**src/rtl/adc_seq_pkg.sv**
```systemverilog
package adc_seq_pkg;
  // word indices (byte offset / 4)
  localparam int IDX_CHCTL = 0;
  localparam int IDX_STAT  = 2;
  localparam int IDX_RES   = 3;
  localparam int IDX_CFG   = 5;
  localparam int IDX_GC    = 6;
  localparam int IDX_GS    = 7;
  localparam int LAST_OFFSET = 'h30;
  localparam int RES_W = 12;
  localparam int MAX_CONV_TICKS = 6 + 32 * (25 + 25);
  localparam logic [4:0] CHAN_OFF = 5'h1F;
  localparam logic [16:0] CFG_MASK = 17'h1C37F;

  typedef struct packed {
    logic startConv;
    logic abortConv;
    logic startCal;
    logic resultRead;
  } ctrlStrobes_t;

  typedef struct packed {
    logic       ovwEn;
    logic [1:0] avgSel;
    logic [1:0] lsSel;
    logic [1:0] preDiv;
    logic       lsEn;
    logic [1:0] resSel;
    logic [1:0] clkSrc;
  } cfgFields_t;

  function automatic cfgFields_t unpackCfg(logic [16:0] w);
    cfgFields_t c;
    c.ovwEn  = w[16];
    c.avgSel = w[15:14];
    c.lsSel  = w[9:8];
    c.preDiv = w[6:5];
    c.lsEn   = w[4];
    c.resSel = w[3:2];
    c.clkSrc = w[1:0];
    return c;
  endfunction

  function automatic logic [10:0] convTicks(cfgFields_t c, logic avgEn);
    logic [5:0] n;
    logic [4:0] l;
    n = avgEn ? (6'd4 << c.avgSel) : 6'd1;
    l = c.lsEn ? 5'd13 + {1'b0, c.lsSel, 2'b00} : 5'd3 + {2'b00, c.lsSel, 1'b0};
    return 11'd6 + 11'(n) * (11'd25 + 11'(l));
  endfunction

  function automatic logic [4:0] preFactor(cfgFields_t c);
    logic [4:0] f;
    f = 5'd1 << c.preDiv;
    if (c.clkSrc == 2'b01) f = f << 1;
    return f;
  endfunction
endpackage

```
**src/rtl/adc_seq_ctl.sv**
```systemverilog
module adc_seq_ctl
  import adc_seq_pkg::*;
#(
  parameter int ADDR_W = 8
) (
  input  logic              clk,
  input  logic              rst_n,
  input  logic              busWrEn,
  input  logic              busRdEn,
  input  logic [ADDR_W-1:0] busAddr,
  input  logic [31:0]       busWrData,
  input  logic              doneFlag,
  input  logic [RES_W-1:0]  resultVal,
  input  logic              calBusy,
  output ctrlStrobes_t      strobes,
  output logic [16:0]       cfgWord,
  output logic              avgEn,
  output logic              contEn,
  output logic              intEn,
  output logic              calFail,
  output logic [31:0]       busRdData
);
  localparam int IDX_W = ADDR_W - 2;

  logic             addrOk;
  logic [IDX_W-1:0] wordIdx;
  logic [4:0]       chanSel;
  logic             wrChctl, wrCfg, wrGc;

  assign addrOk  = (busAddr[1:0] == 2'b00) && (busAddr <= ADDR_W'(LAST_OFFSET));
  assign wordIdx = busAddr[ADDR_W-1:2];
  assign wrChctl = busWrEn && addrOk && (wordIdx == IDX_W'(IDX_CHCTL));
  assign wrCfg   = busWrEn && addrOk && (wordIdx == IDX_W'(IDX_CFG));
  assign wrGc    = busWrEn && addrOk && (wordIdx == IDX_W'(IDX_GC));

  always_comb begin
    strobes.startConv  = wrChctl && (busWrData[4:0] != CHAN_OFF) && !calBusy;
    strobes.abortConv  = wrChctl && (busWrData[4:0] == CHAN_OFF);
    strobes.startCal   = wrGc && busWrData[7] && !calBusy;
    strobes.resultRead = busRdEn && addrOk && (wordIdx == IDX_W'(IDX_RES));
  end

  always_ff @(posedge clk) begin
    if (!rst_n) begin
      chanSel <= CHAN_OFF;
      intEn   <= 1'b0;
      cfgWord <= '0;
      avgEn   <= 1'b0;
      contEn  <= 1'b0;
      calFail <= 1'b0;
    end else begin
      if (wrChctl) begin
        chanSel <= busWrData[4:0];
        intEn   <= busWrData[7];
      end
      if (wrCfg) cfgWord <= busWrData[16:0] & CFG_MASK;
      if (wrGc) begin
        avgEn  <= busWrData[5];
        contEn <= busWrData[6];
      end
      if (strobes.startCal)      calFail <= 1'b0;
      else if (calBusy && wrCfg) calFail <= 1'b1;
    end
  end

  always_comb begin
    busRdData = '0;
    if (addrOk) begin
      case (int'(wordIdx))
        IDX_CHCTL: busRdData = {24'd0, intEn, 2'b00, chanSel};
        IDX_STAT:  busRdData = {31'd0, doneFlag};
        IDX_RES:   busRdData = 32'(resultVal);
        IDX_CFG:   busRdData = {15'd0, cfgWord};
        IDX_GC:    busRdData = {24'd0, calBusy, contEn, avgEn, 5'd0};
        IDX_GS:    busRdData = {30'd0, calFail, 1'b0};
        default:   busRdData = '0;
      endcase
    end
  end
endmodule

```
**src/rtl/adc_seq_dp.sv**
```systemverilog
module adc_seq_dp
  import adc_seq_pkg::*;
#(
  parameter int SAMPLE_W  = 16,
  parameter int CAL_TICKS = 40
) (
  input  logic                clk,
  input  logic                rst_n,
  input  ctrlStrobes_t        strobes,
  input  cfgFields_t          cfg,
  input  logic                avgEn,
  input  logic                contEn,
  input  logic [SAMPLE_W-1:0] sampleIn,
  output logic                doneFlag,
  output logic [RES_W-1:0]    resultVal,
  output logic                convBusy,
  output logic                calBusy
);
  localparam int LIMIT_MAX = (MAX_CONV_TICKS > CAL_TICKS) ? MAX_CONV_TICKS : CAL_TICKS;
  localparam int CNT_W     = $clog2(LIMIT_MAX + 1);

  logic [4:0]       preCnt;
  logic [4:0]       divF;
  logic [CNT_W-1:0] tickCnt, tickLim, convLen;
  logic             running, tick, lastTick, evtEnd, convEnd, calEnd;
  logic [RES_W-1:0] maskedSample;

  assign divF     = preFactor(cfg);
  assign convLen  = CNT_W'(convTicks(cfg, avgEn));
  assign running  = convBusy || calBusy;
  assign tick     = running && (preCnt == divF - 5'd1);
  assign lastTick = (tickCnt == tickLim - CNT_W'(1));
  assign evtEnd   = tick && lastTick &&
                    !(strobes.startCal || strobes.startConv || strobes.abortConv);
  assign convEnd  = evtEnd && convBusy;
  assign calEnd   = evtEnd && calBusy;

  always_comb begin
    case (cfg.resSel)
      2'b00:   maskedSample = RES_W'(sampleIn[7:0]);
      2'b01:   maskedSample = RES_W'(sampleIn[9:0]);
      default: maskedSample = sampleIn[RES_W-1:0];
    endcase
  end

  // sequencing timer
  always_ff @(posedge clk) begin
    if (!rst_n) begin
      convBusy <= 1'b0;
      calBusy  <= 1'b0;
      preCnt   <= '0;
      tickCnt  <= '0;
      tickLim  <= '0;
    end else if (strobes.startCal) begin
      calBusy  <= 1'b1;
      convBusy <= 1'b0;
      preCnt   <= '0;
      tickCnt  <= '0;
      tickLim  <= CNT_W'(CAL_TICKS);
    end else if (strobes.startConv) begin
      convBusy <= 1'b1;
      preCnt   <= '0;
      tickCnt  <= '0;
      tickLim  <= convLen;
    end else if (strobes.abortConv) begin
      convBusy <= 1'b0;
    end else if (running) begin
      preCnt <= tick ? 5'd0 : preCnt + 5'd1;
      if (tick) begin
        if (lastTick) begin
          tickCnt <= '0;
          if (calBusy)     calBusy  <= 1'b0;
          else if (contEn) tickLim  <= convLen;
          else             convBusy <= 1'b0;
        end else begin
          tickCnt <= tickCnt + CNT_W'(1);
        end
      end
    end
  end

  // completion flag and result
  always_ff @(posedge clk) begin
    if (!rst_n) begin
      doneFlag  <= 1'b0;
      resultVal <= '0;
    end else begin
      if (convEnd || calEnd)       doneFlag <= 1'b1;
      else if (strobes.resultRead) doneFlag <= 1'b0;
      if (convEnd && (!doneFlag || cfg.ovwEn || strobes.resultRead))
        resultVal <= maskedSample;
    end
  end
endmodule

```
**src/rtl/adc_seq_top.sv**
```systemverilog
module adc_seq_top
  import adc_seq_pkg::*;
#(
  parameter int ADDR_W    = 8,
  parameter int SAMPLE_W  = 16,
  parameter int CAL_TICKS = 40
) (
  input  logic                clk,
  input  logic                rst_n,
  input  logic                busWrEn,
  input  logic                busRdEn,
  input  logic [ADDR_W-1:0]   busAddr,
  input  logic [31:0]         busWrData,
  output logic [31:0]         busRdData,
  input  logic [SAMPLE_W-1:0] sampleIn,
  output logic                irqOut
);
  ctrlStrobes_t     strobes;
  cfgFields_t       cfg;
  logic [16:0]      cfgWord;
  logic             avgEn, contEn, intEn, calFail;
  logic             doneFlag, convBusy, calBusy;
  logic [RES_W-1:0] resultVal;

  assign cfg    = unpackCfg(cfgWord);
  assign irqOut = doneFlag && intEn;

  adc_seq_ctl #(.ADDR_W(ADDR_W)) u_ctl (
    .clk(clk), .rst_n(rst_n), .busWrEn(busWrEn), .busRdEn(busRdEn),
    .busAddr(busAddr), .busWrData(busWrData), .doneFlag(doneFlag),
    .resultVal(resultVal), .calBusy(calBusy), .strobes(strobes),
    .cfgWord(cfgWord), .avgEn(avgEn), .contEn(contEn), .intEn(intEn),
    .calFail(calFail), .busRdData(busRdData)
  );

  adc_seq_dp #(.SAMPLE_W(SAMPLE_W), .CAL_TICKS(CAL_TICKS)) u_dp (
    .clk(clk), .rst_n(rst_n), .strobes(strobes), .cfg(cfg), .avgEn(avgEn),
    .contEn(contEn), .sampleIn(sampleIn), .doneFlag(doneFlag),
    .resultVal(resultVal), .convBusy(convBusy), .calBusy(calBusy)
  );
endmodule

```
**config.mk**
```make
export PLATFORM = sky130hd
export DESIGN_NAME = adc_seq_top
export DESIGN_NICKNAME = d
export VERILOG_FILES = /design/src/rtl/adc_seq_pkg.sv /design/src/rtl/adc_seq_ctl.sv /design/src/rtl/adc_seq_dp.sv /design/src/rtl/adc_seq_top.sv
export SDC_FILE = /design/constraint.sdc
export NUM_CORES = 1
export LEC_CHECK = 0
export ABC_CLOCK_PERIOD_IN_PS = 8270
export BUFFER_PORTS_ARGS = -buffer_cell sky130_fd_sc_hd__buf_4
export CORE_MARGIN = 3
export CORE_UTILIZATION = 50
export DETAILED_ROUTE_END_ITERATION = 8
export PLACE_DENSITY = 0.86
export SLEW_MARGIN = 20
export SYNTH_ARGS = -nofsm -noshare
export SYNTH_HDL_FRONTEND = slang
export SYNTH_SLANG_ARGS = --single-unit
```
**constraint.sdc**
```tcl
create_clock -name clk -period 8.27 [get_ports clk]
set_input_delay 0.827 -clock clk [delete_from_list [all_inputs] [get_ports clk]]
set_output_delay 0.827 -clock clk [all_outputs]
set_load 0.02 [all_outputs]
```
==> impl_metrics.toml <==
[run_status]
outcome = "finished clean"

[floorplanning]
die_x_um = 102
core_area_um2 = 8810
initial_core_util_pct = 52.2
dieHeight_um = 102
std_cell_rows = 34
io_pins = 93
die-area_um2 = 10400

[logic_synthesis]
synth_ff_type = "dfxtp_1"
yosysTopAreaCell = "dfxtp_1"
synth_edf_count = 0
ys_ff_latch = 62
synth-seq-area-share_pct = 27.0
synth_top_area_share_pct = 27.0
ys_async_sr_fraction_pct = 0
yosysWarnings = 0
syn_area_um2 = 4590
yosys-top-cells-area = "dfxtp_1, ha_1, xnor2_1"
synth_cell_types = 69
syn_avg_cell_area_um2 = 8.06
synth_cells = 570

[layout]
num_antenna_cells = 0
fin_cells = 720
nets = 704
drive_gt1_share_pct = 15.5
fillers = 736
area_growth_pct = 12.7
seqCellArea_um2 = 1240
fin_util_pct = 58.8
multi_input_area_um2 = 3080

[cts]
cts_inserted_buffers = 9
h-tree-depth = 3
holdBufCountCts = 0
cts_setup_buffers = 0
clkTransAtPathRegs_ps = 80
cts.sinks = 62
insertion_delay_ps = 350
cts_tree = "done"
cts_root_buf = "clkbuf_8"
clockBufferDepth = 2
post_cts_resized = 0

[power]
p_switching_uw = 155
pwr-share-clk_pct = 48.0
p_comb_share_pct = 5.9
ir_drop_uv = 76.6
leakage_nw = 2.14
cellPowerDensity_nw_per_um2 = 125
p_sw_share_pct = 23.9
internal-power_uw = 492
seq_power_share_pct = 46.1

[route]
vias = 4347
postRouteAntennaNets = 0
wirelength_um = 11600
drt_iter0_drc = 397
drc = 0
first_pass_iters = 6
viasPerCell = 6.04
routedWlPerCell_um = 16.1

[timing]
finalCriticalPeriod_ps = 5130
slew_violations = 0
timing.final.ws_setup_ps = 3140
finalSetupViolCount = 0
rsz0062_at_grt = "false"
fmax_ghz = 0.195
maxSlewHeadroom_pct = 18.7
setup_tns_ps = 0
finalCritPeriodShare_pct = 62.0
hold_viol = 0
fin_skew_ps = 16.6
tightestPinTransition_ps = 1210

[hold_path]
min_path_type = "flip-flop to flip-flop"

[critical_path]
endpoint_kind = "flip-flop"
cp-start-kind = "flip-flop"
critPathKind = "flip-flop to flip-flop"
crit_arrival_ps = 5400
required_ps = 8540
worstPathMaxFanout = 8

[global_route]
grt.busiest_layer = "met2"
grt_max_degree = 31
use_met2_pct = 38.1
grt_first_pass_wirelength_um = 19400
antenna_found_initial = 0
overflow = 0
use_met3_pct = 4.10
grt_usage_pct = 23.1
grt_pass1_vias = 4177
globalRouteMet1Util_pct = 30.5

[place]
io_buffers = 52
dpl.hpwl_um = 8730
gp_congestion = 0.851
dp.cells = 704
preCtsSetupSlack_ps = 3260

[run]
drv_cap = 0
path summary, 6_finish.rpt:
kind / start / end / slack (ps) / depth (start not counted)
max reg2reg: u_ctl.cfgWord[8] / u_dp.tickLim[10] / 3140 / 19
min: u_dp.resultVal[10] / u_dp.resultVal[10] / 480 / 2
min reg2reg: u_dp.resultVal[10] / u_dp.resultVal[10] / 480 / 2
max: u_ctl.cfgWord[8] / u_dp.tickLim[10] / 3140 / 19
layer usage:
layer  wire, um  vias up
met5          0        -
met2       5620      179
met4        224        0
li1           -     2075
met3        937       25
met1       4840     2068
state kept, by name, indices dropped and copies added, names as in the netlist:
name and cells:
u_ctl.avgEn 1, u_ctl.calFail 1, u_ctl.cfgWord 12, u_ctl.chanSel 5, u_ctl.contEn 1, u_ctl.intEn 1, u_dp.calBusy 1, u_dp.convBusy 1
u_dp.doneFlag 1, u_dp.preCnt 5, u_dp.resultVal 12, u_dp.tickCnt 11, u_dp.tickLim 10
power groups by stage:
stage	clock network, mW	logic [mW]	registers, mW
6_report	0.311	0.0380	0.298
5_1_grt	0.326	0.0411	0.298
4_1_cts	0.311	0.0370	0.298
2_1_floorplan	0	0.0253	0.305
3_3_place_gp	0	0.0365	0.305
3_5_place_dp	0	0.0369	0.305
final cells by class:
type | instances | area share, %
multi-input cells | 456 | 59.5
inverters | 25 | 1.81
well taps | 108 | 2.61
repair buffers | 53 | 7.69
flip-flops and latches | 62 | 24.0
clock inverters | 6 | 1.79
clock buffers | 10 | 2.66
cells in the final DEF, fill, tap and decap left out, types with 3 or more instances in the layout:
cell and count:
nand2b_1 7, dfxtp_1 62, nand2_1 44, a41oi_1 3, clkbuf_8 10, a22oi_1 5, o21ai_0 23, xor2_1 14
a21oi_1 40, mux2i_1 9, nor3_1 22, nand3b_1 5, a21o_1 3, xnor2_1 30, a31oi_1 3, buf_4 53
and2_1 8, ha_1 29, nand4_1 14, nor2_1 60, o22ai_1 3, and3_1 6, a222oi_1 6, or2_2 10
nand3_1 35, conb_1 17, inv_1 25, or3_1 3, nor4_1 5, fa_1 8
through the flow:
stage	cell area [um^2]	hold WS [ps]	power, mW
finish	5180	480	0.647
global route	5180	503	0.665
CTS	5180	477	0.647
detailed placement	4950	467	0.342
global placement	4950	453	0.342
floorplan	4650	436	0.331
cell usage after synthesis, types with 5 or more instances:
cell      number
nor4_1         5
mux2i_1        9
nor3_1        22
and3_1         6
o21ai_0       23
a222oi_1       6
clkbuf_1      19
nand3b_1       5
xor2_1        14
inv_1         25
buf_2          6
a22oi_1        5
nand3_1       35
xnor2_1       30
buf_4         17
nand2b_1       7
dfxtp_1       62
or2_2         10
a21oi_1       40
and2_1         8
nand2_1       44
ha_1          29
fa_1           8
nand4_1       14
nor2_1        60
logic make-up after synthesis:
| kind of cell | count (synthesis) | synth area share, % |
|---|---|---|
| buffers and inverters | 68 | 7.27 |
| AO/OA/AOI/OAI | 110 | 16.0 |
| flip-flops | 62 | 27.0 |
| AND/OR/NAND/NOR | 239 | 27.9 |
| other | 1 | 0.0816 |
| XOR/XNOR | 44 | 8.39 |
| adder cells (fa/ha/maj) | 37 | 11.4 |
| multiplexers | 9 | 1.96 |
worst max-delay path, stage by stage, from the launching register on:
cell	delay, ps
dfxtp_1	500
inv_1	140
ha_1	390
nand2b_1	150
nor2_1	50
a21oi_1	110
o22ai_1	180
or2_2	350
fa_1	460
fa_1	510
fa_1	540
inv_1	50
ha_1	290
ha_1	340
a41o_1	190
a21oi_1	220
o21ai_0	150
xnor2_1	170
o21ai_0	100
a21oi_1	150
(Power assumes the default switching activity.)
